--- src/rtl/adcrd_pkg.sv ---
// Shared constants and types for the serial ADC readout sequencer.
// Assumes the fixed frame layout: 3 leading zeros, 8 data bits, 4 trailing zeros.
package adcrd_pkg;
    localparam int unsigned XFER_RISES = 16;  // rising edges per frame
    localparam int unsigned LEAD_BITS  = 3;
    localparam int unsigned DATA_BITS  = 8;
    localparam int unsigned TRAIL_BITS = 4;
    localparam int unsigned HOLD_RISE  = 13;  // acquisition starts here
    localparam int unsigned MIN_FRAME  = 16;
    localparam int unsigned MAX_FRAME  = 32;

    typedef enum logic {
        ST_IDLE  = 1'b0,
        ST_FRAME = 1'b1
    } seq_state_t;
endpackage

--- src/rtl/adcrd_sclk_gen.sv ---
// Bit-clock generator: while run is high, toggles the bit clock every HALF_DIV
// system cycles, starting with a high phase. It flags each rising edge and
// numbers it from 1.
// Assumes run drops only right after a rising edge, while the clock is high.
module adcrd_sclk_gen #(
    parameter int unsigned HALF_DIV = 2
) (
    input  logic       clk,
    input  logic       rst_n,
    input  logic       run,
    output logic       sclk,
    output logic       rise_stb,
    output logic [4:0] rise_num
);
    localparam int unsigned PW = (HALF_DIV > 1) ? $clog2(HALF_DIV) : 1;
    localparam logic [PW-1:0] PH_LAST = PW'(HALF_DIV - 1);

    logic [PW-1:0] phase;
    logic [4:0]    half_idx;
    logic          half_end;

    assign half_end = run && (phase == PH_LAST);
    assign rise_stb = half_end && half_idx[0];
    assign rise_num = {1'b0, half_idx[4:1]} + 5'd1;

    // Phase counter, half-period index and bit-clock level.
    always_ff @(posedge clk) begin
        if (!rst_n || !run) begin
            phase    <= '0;
            half_idx <= '0;
            sclk     <= 1'b1;
        end else if (half_end) begin
            phase    <= '0;
            half_idx <= half_idx + 5'd1;
            sclk     <= ~sclk;
        end else begin
            phase    <= phase + 1'b1;
        end
    end

    // the bit clock only moves at the end of a half period
    p_sclk_steady_r3: assert property (@(posedge clk) disable iff (!rst_n)
        (run && !half_end) |=> $stable(sclk));
endmodule

--- src/rtl/adcrd_capture.sv ---
// Capture path: shifts the data line in on rising edges 1..15. On edge 16 it
// presents the data byte and the framing check with a one-cycle valid pulse.
// Assumes 15 shifts always happen before the last-edge strobe in a frame.
module adcrd_capture
    import adcrd_pkg::*;
(
    input  logic                 clk,
    input  logic                 rst_n,
    input  logic                 sdata,
    input  logic                 shift_stb,
    input  logic                 last_stb,
    output logic                 rd_valid,
    output logic [DATA_BITS-1:0] rd_data,
    output logic                 frm_err
);
    localparam int unsigned SHW = LEAD_BITS + DATA_BITS + TRAIL_BITS;

    logic [SHW-1:0] shreg;

    // Bit shift register and result registers.
    always_ff @(posedge clk) begin
        if (!rst_n) begin
            shreg    <= '0;
            rd_valid <= 1'b0;
            rd_data  <= '0;
            frm_err  <= 1'b0;
        end else begin
            rd_valid <= 1'b0;
            if (shift_stb) begin
                shreg <= {shreg[SHW-2:0], sdata};
            end
            if (last_stb) begin
                rd_valid <= 1'b1;
                rd_data  <= shreg[TRAIL_BITS+DATA_BITS-1:TRAIL_BITS];
                frm_err  <= (|shreg[SHW-1:SHW-LEAD_BITS]) | (|shreg[TRAIL_BITS-1:0]);
            end
        end
    end

    // the result strobe lasts one cycle
    p_valid_pulse_r4: assert property (@(posedge clk) disable iff (!rst_n)
        rd_valid |=> !rd_valid);
endmodule

--- src/rtl/adcrd_pacer.sv ---
// Pacing timers: a frame-spacing counter loaded at each select fall and an
// acquisition counter loaded at the 13th rising edge. clear is high when both
// have run out.
// Assumes launch is only raised while clear is high.
module adcrd_pacer
    import adcrd_pkg::*;
#(
    parameter int unsigned HALF_DIV = 2,
    parameter int unsigned ACQ_W    = 8
) (
    input  logic             clk,
    input  logic             rst_n,
    input  logic             launch,
    input  logic             mark_hold_end,
    input  logic [5:0]       cfg_frame_sclks,
    input  logic [ACQ_W-1:0] cfg_acq_cycles,
    output logic             clear
);
    localparam int unsigned FCW = $clog2(2 * MAX_FRAME * HALF_DIV + 1);

    logic [5:0]       frame_eff;
    logic [FCW-1:0]   period;
    logic [FCW-1:0]   frame_cnt;
    logic [ACQ_W-1:0] acq_cnt;

    // Clamp the frame length to the legal range.
    always_comb begin
        if (cfg_frame_sclks < 6'(MIN_FRAME))      frame_eff = 6'(MIN_FRAME);
        else if (cfg_frame_sclks > 6'(MAX_FRAME)) frame_eff = 6'(MAX_FRAME);
        else                                      frame_eff = cfg_frame_sclks;
    end

    assign period = FCW'(32'(frame_eff) * (2 * HALF_DIV));
    assign clear  = (frame_cnt == '0) && (acq_cnt == '0);

    // Frame-spacing countdown from the select fall.
    always_ff @(posedge clk) begin
        if (!rst_n)                 frame_cnt <= '0;
        else if (launch)            frame_cnt <= period - 1'b1;
        else if (frame_cnt != '0)   frame_cnt <= frame_cnt - 1'b1;
    end

    // Acquisition countdown from the 13th rising edge.
    always_ff @(posedge clk) begin
        if (!rst_n)                 acq_cnt <= '0;
        else if (mark_hold_end)     acq_cnt <= (cfg_acq_cycles == '0) ? '0 : cfg_acq_cycles - 1'b1;
        else if (acq_cnt != '0)     acq_cnt <= acq_cnt - 1'b1;
    end

    // no new frame while the spacing counter is running
    p_frame_gap_r6: assert property (@(posedge clk) disable iff (!rst_n)
        (frame_cnt != '0) |=> (frame_cnt == $past(frame_cnt) - 1'b1));
    // no new hold phase while the acquisition wait is running
    p_acq_gap_r6: assert property (@(posedge clk) disable iff (!rst_n)
        (acq_cnt != '0) |=> (acq_cnt == $past(acq_cnt) - 1'b1));
endmodule

--- src/rtl/adcrd_ctrl.sv ---
// Serial ADC readout sequencer top. Accepts a start request or continuous
// mode, runs one select-low frame of 16 bit-clock periods, returns the
// sample and paces the next frame.
// Assumes the converter's data line is synchronous to clk, with ample setup.
module adcrd_ctrl
    import adcrd_pkg::*;
#(
    parameter int unsigned HALF_DIV = 2,
    parameter int unsigned ACQ_W    = 8
) (
    input  logic             clk,
    input  logic             rst_n,
    input  logic             start_i,
    input  logic             cont_i,
    input  logic [5:0]       cfg_frame_sclks_i,
    input  logic [ACQ_W-1:0] cfg_acq_cycles_i,
    input  logic             ser_dat_i,
    output logic             ser_clk_o,
    output logic             sel_n_o,
    output logic             busy_o,
    output logic             rd_valid_o,
    output logic [7:0]       rd_data_o,
    output logic             frm_err_o
);
    seq_state_t state;
    logic       run;
    logic       accept;
    logic       clear;
    logic       rise_stb;
    logic [4:0] rise_num;
    logic       last_stb;
    logic       shift_stb;
    logic       mark13;

    assign run       = (state == ST_FRAME);
    assign accept    = (state == ST_IDLE) && (start_i || cont_i) && clear;
    assign last_stb  = rise_stb && (rise_num == 5'(XFER_RISES));
    assign shift_stb = rise_stb && (rise_num != 5'(XFER_RISES));
    assign mark13    = rise_stb && (rise_num == 5'(HOLD_RISE));
    assign sel_n_o   = !run;
    assign busy_o    = run || !clear;

    // Frame sequencer: idle until accepted, frame until the last rising edge.
    always_ff @(posedge clk) begin
        if (!rst_n) begin
            state <= ST_IDLE;
        end else begin
            case (state)
                ST_IDLE:  if (accept)   state <= ST_FRAME;
                ST_FRAME: if (last_stb) state <= ST_IDLE;
                default:                state <= ST_IDLE;
            endcase
        end
    end

    adcrd_sclk_gen #(.HALF_DIV(HALF_DIV)) u_sclk (
        .clk      (clk),
        .rst_n    (rst_n),
        .run      (run),
        .sclk     (ser_clk_o),
        .rise_stb (rise_stb),
        .rise_num (rise_num)
    );

    adcrd_capture u_cap (
        .clk       (clk),
        .rst_n     (rst_n),
        .sdata     (ser_dat_i),
        .shift_stb (shift_stb),
        .last_stb  (last_stb),
        .rd_valid  (rd_valid_o),
        .rd_data   (rd_data_o),
        .frm_err   (frm_err_o)
    );

    adcrd_pacer #(.HALF_DIV(HALF_DIV), .ACQ_W(ACQ_W)) u_pace (
        .clk             (clk),
        .rst_n           (rst_n),
        .launch          (accept),
        .mark_hold_end   (mark13),
        .cfg_frame_sclks (cfg_frame_sclks_i),
        .cfg_acq_cycles  (cfg_acq_cycles_i),
        .clear           (clear)
    );

    // the bit clock idles high while select is high
    p_clk_idle_high_r2: assert property (@(posedge clk) disable iff (!rst_n)
        sel_n_o |-> ser_clk_o);
    // busy covers the whole select-low window
    p_busy_in_frame_r7: assert property (@(posedge clk) disable iff (!rst_n)
        !sel_n_o |-> busy_o);
    // the result appears exactly as select rises
    p_valid_at_end_r4: assert property (@(posedge clk) disable iff (!rst_n)
        rd_valid_o |-> $rose(sel_n_o));
endmodule

--- config.mk ---
export PLATFORM = sky130hd
export DESIGN_NAME = adcrd_ctrl
export DESIGN_NICKNAME = d
export VERILOG_FILES = /design/src/rtl/adcrd_pkg.sv /design/src/rtl/adcrd_sclk_gen.sv /design/src/rtl/adcrd_capture.sv /design/src/rtl/adcrd_pacer.sv /design/src/rtl/adcrd_ctrl.sv
export SDC_FILE = /design/constraint.sdc
export NUM_CORES = 1
export LEC_CHECK = 0
export ABC_AREA = 1
export BUFFER_PORTS_ARGS = -buffer_cell sky130_fd_sc_hd__buf_2
export CORE_MARGIN = 2
export CORE_UTILIZATION = 48
export CTS_CLUSTER_DIAMETER = 50
export DETAILED_ROUTE_END_ITERATION = 7
export GPL_ROUTABILITY_DRIVEN = 1
export GPL_TIMING_DRIVEN = 0
export PLACE_DENSITY_LB_ADDON = 0.08
export SLEW_MARGIN = 30
export SYNTH_ARGS = -nofsm -noshare
export SYNTH_HDL_FRONTEND = slang
export SYNTH_SLANG_ARGS = --single-unit
--- constraint.sdc ---
create_clock -name clk -period 1.9 [get_ports clk]
set_input_delay 0.095 -clock clk [delete_from_list [all_inputs] [get_ports clk]]
set_output_delay 0.095 -clock clk [all_outputs]
set_load 0.03 [all_outputs]
==> results.txt <==
* Leakage: 0.00127 uW
- Final cell utilization of the core: 0.582
- The tightest min-delay check is of the input port to register type.
- Hold path endpoint: u_cap.shreg[0]
- For the final routed database, the setup TNS stands at 0 ns.
* Proportion of power drawn by the clock network: 0.244
- A synthesized cell averages 6.90 um2.
- At the end of routability-driven placement, the weighted congestion stood at 0.827.
- For this run, the detailed router's first-pass iteration total came to 4.
- Post-cts hold buffer count: 0
- Detailed-placement wirelength estimate: 3630 um
- Die Wd: 75.0 um
- Leaving out fill and tap cells, the most frequent cell in the layout is nor2_1.
- Clock-pin slew was measured on the worst setup and hold paths at 0.09 ns.
* Via count: 2221
- Antenna Cells: 0
- Post-DR vias/cell: 4.84
* Total standard cell area after synthesis: 2420 um2
- Count of nets after finishing: 415
- Excluding fillers, the count of instances in the completed layout stands at 459.
- Internal power of the cells: 1700 uW
* FF-to-FF setup slack: 0.17 ns
- Number of hold-slack violations in the final timing report: 0
- Worst reg2reg path startpoint: u_pace.frame_cnt[0]
- The final max-slew violation count was 0.
* Wire length of the first global-routing pass: 8490 um
- GRT Util Overall: 0.193
- Final Routed Wirelength: 4740 um
- The die covers 5630 um2.
- Of the synthesized area, sequential elements account for 0.405.
* Combinational power share: 0.312
- The floorplan has 25 rows.
- M1 GR Usage: 0.240
- After detailed placement, the design holds a cell count of 449.
- Flip-flop and latch count after synthesis: 49
- Number of input and output port buffers inserted: 31
- The tool flagged a number of max-cap violations equal to 0.
* Launch instance of the worst min-delay path: ser_dat_i
* Final cycle utilization of the critical path: 0.924
* CTS H-Tree Depth: 2
* Commonest cells after routing, fill and taps aside: nor2_1 (78), dfxtp_1 (49), inv_1 (47)
- Nature of the critical path startpoint: register
- # DRC: 0
- CTS placed an instance of clkbuf_8 at the clock tree root.
- For the pin with the worst max-slew slack, the measured transition is 0.379 ns.
- Entering global routing, the biggest net connects 19 pins.
* Number of CTS-inserted buffers: 5
- The worst register-to-register path ends at u_pace.frame_cnt[6].
- The region available for standard cell placement spans 4790 um2.
- Hold Crit Depth: 3
* Synth async-reset ratio: 0
* Setup Crit Path Kind: register to output port
- Clock tree from TritonCTS: yes
- Of the total power, the share spent switching nets is 0.360.
* Met3 Use GR: 0.0321
- Switching power of the nets: 958 uW
- For the worst-skew pair, the clock arrives at the later sink with an insertion delay of 0.30 ns.
* Reg power frac: 0.443
- In this run, distinct cell masters in the synthesized netlist total 27.
- In the final routed layout, each cell accounts on average for 10.3 um.
- Met2 Use GR: 0.347
- Synth warn: 0
- From bottom edge to top edge, the die measures 75.0 um.
- Summed over all layers, the global routing overflow is 0.
- On the final layout, the worst clock skew is 0.00987 ns.
- In the final layout, the share of cells above drive strength 1 is 0.135.
- Number of antenna violations at the first check in global routing: 0
- Count of mapped cells out of synthesis: 351
- Among all flip-flop cells after synthesis, the most frequent one is dfxtp_1.
- Syn-to-layout area delta: 15.0%
- Setup repair after global routing left no endpoint under its margin.
- Data arrives at the worst endpoint at 1.66 ns.
* Clock sink count: 49
- Power spread over the standard cell area amounts to 956 nW/um2.
* Final setup violation count: 0
- Peak-usage layer in the global routing report: met2
- IR analysis of the VDD net gives a maximum drop of 0.000568 V.
- The longest clock path from root to sink contains 2 buffers.
- Final min period: 1.76 ns
- STA puts the critical path data required time at 1.80 ns.
- Initial detailed-routing violation count: 108
* Worst-path maximum fanout: 4
- Once detail routing completed, the nets flagged for antenna violations numbered 0.
- The number of nets handed over by synthesis was 375.
- Achievable Freq: 570 MHz
- Run status: finished, final reports clean
* Initial cell density of the core: 0.506
- R2R cell count: 8
* Endpoint class of the critical path: output port
* Relative slew margins: 0.748
* EDFF count, synth: 0
- Number of top-level pins: 32
- The number of global-route vias before repair came to 2077.
-- per-stage QoR --
step | hold WS, ns | worst slack, ns | total power [uW] | area [um2]
3_3_place_gp | 0.352 | 0.165 | 1980 | 2660
4_1_cts | 0.0448 | 0.0142 | 2660 | 2770
3_5_place_dp | 0.359 | 0.148 | 1980 | 2660
2_1_floorplan | 0.259 | 0.466 | 1810 | 2420
6_report | 0.0484 | 0.144 | 2660 | 2790
5_1_grt | 0.0698 | 0.00157 | 2870 | 2790
-- critical path, cell delays in order, from the launching register on --
cell     delay (ns)
dfxtp_1        0.32
inv_1          0.08
ha_1           0.21
nand2_1        0.12
nor2_4         0.15
nand3_1        0.12
nor2_4         0.16
inv_1          0.04
buf_2          0.17
-- timing repair --
item	in CTS	in global routing
resized for setup	1	3
setup buffers	1	1
setup endpoints to repair	1	1
pin swaps	1	1
-- per-layer routing --
metal  vias to the layer above  wire [um]
met1                       989       2300
met5                         -          0
met2                        26       2310
li1                       1204          -
met3                         2        107
met4                         0         29
-- power by group through the flow --
| stage | logic, uW | clock network, uW | registers [uW] |
|---|---|---|---|
| final | 832 | 651 | 1180 |
| after CTS | 808 | 675 | 1180 |
| after detailed placement | 777 | 0 | 1200 |
| after global routing | 968 | 715 | 1190 |
| after global placement | 777 | 0 | 1200 |
| after floorplan | 627 | 0 | 1190 |
-- state kept, by name, summed over array words and instances, names as in the netlist --
signal	count
run	1
u_cap.frm_err	1
u_cap.rd_data	8
u_cap.rd_valid	1
u_cap.shreg	15
u_pace.acq_cnt	8
u_pace.frame_cnt	8
u_sclk.half_idx	5
u_sclk.phase	1
u_sclk.sclk	1
-- logic make-up after synthesis --
group	share of synthesized area
AND/OR/NAND/NOR	0.310
buffers and inverters	0.0858
flip-flops	0.405
XOR/XNOR	0.0398
adder cells (fa/ha/maj)	0.0258
AO/OA/AOI/OAI	0.134
-- cell usage after synthesis, types with 3 or more instances --
cell / n / area, um2
xor2_1: 8 / 70.1
xnor2_1: 3 / 26.3
inv_1: 47 / 176
clkbuf_1: 4 / 15.0
nand2_1: 46 / 173
dfxtp_1: 49 / 981
a21oi_1: 17 / 85.1
o21ai_0: 41 / 205
ha_1: 5 / 62.6
nand4_1: 5 / 31.3
nor2_1: 80 / 300
nand3_1: 29 / 145
-- layout make-up --
| type | instances | area, um2 |
|---|---|---|
| tap | 67 | 83.8 |
| inverter | 47 | 176 |
| multi-input combinational | 249 | 1250 |
| clock buffer | 5 | 68.8 |
| sequential | 49 | 981 |
| clock inverter | 3 | 26.3 |
| buffer | 6 | 31.3 |
| timing repair buffer | 33 | 170 |
| fill | 482 | 2000 |
-- worst max-delay path by stage --
stage	from	end	slack, ns	depth (start not counted)
2_1_floorplan	u_pace.frame_cnt[0]	u_pace.frame_cnt[6]	0.47	7
3_3_place_gp	u_pace.frame_cnt[0]	u_pace.frame_cnt[6]	0.17	7
3_5_place_dp	u_pace.frame_cnt[0]	u_pace.frame_cnt[6]	0.15	7
4_1_cts	u_pace.acq_cnt[0]	busy_o	0.01	8
5_1_grt	u_pace.acq_cnt[0]	busy_o	0.002	8
6_report	u_pace.acq_cnt[0]	busy_o	0.14	8
No activity file was read; power rests on OpenSTA's default activity.
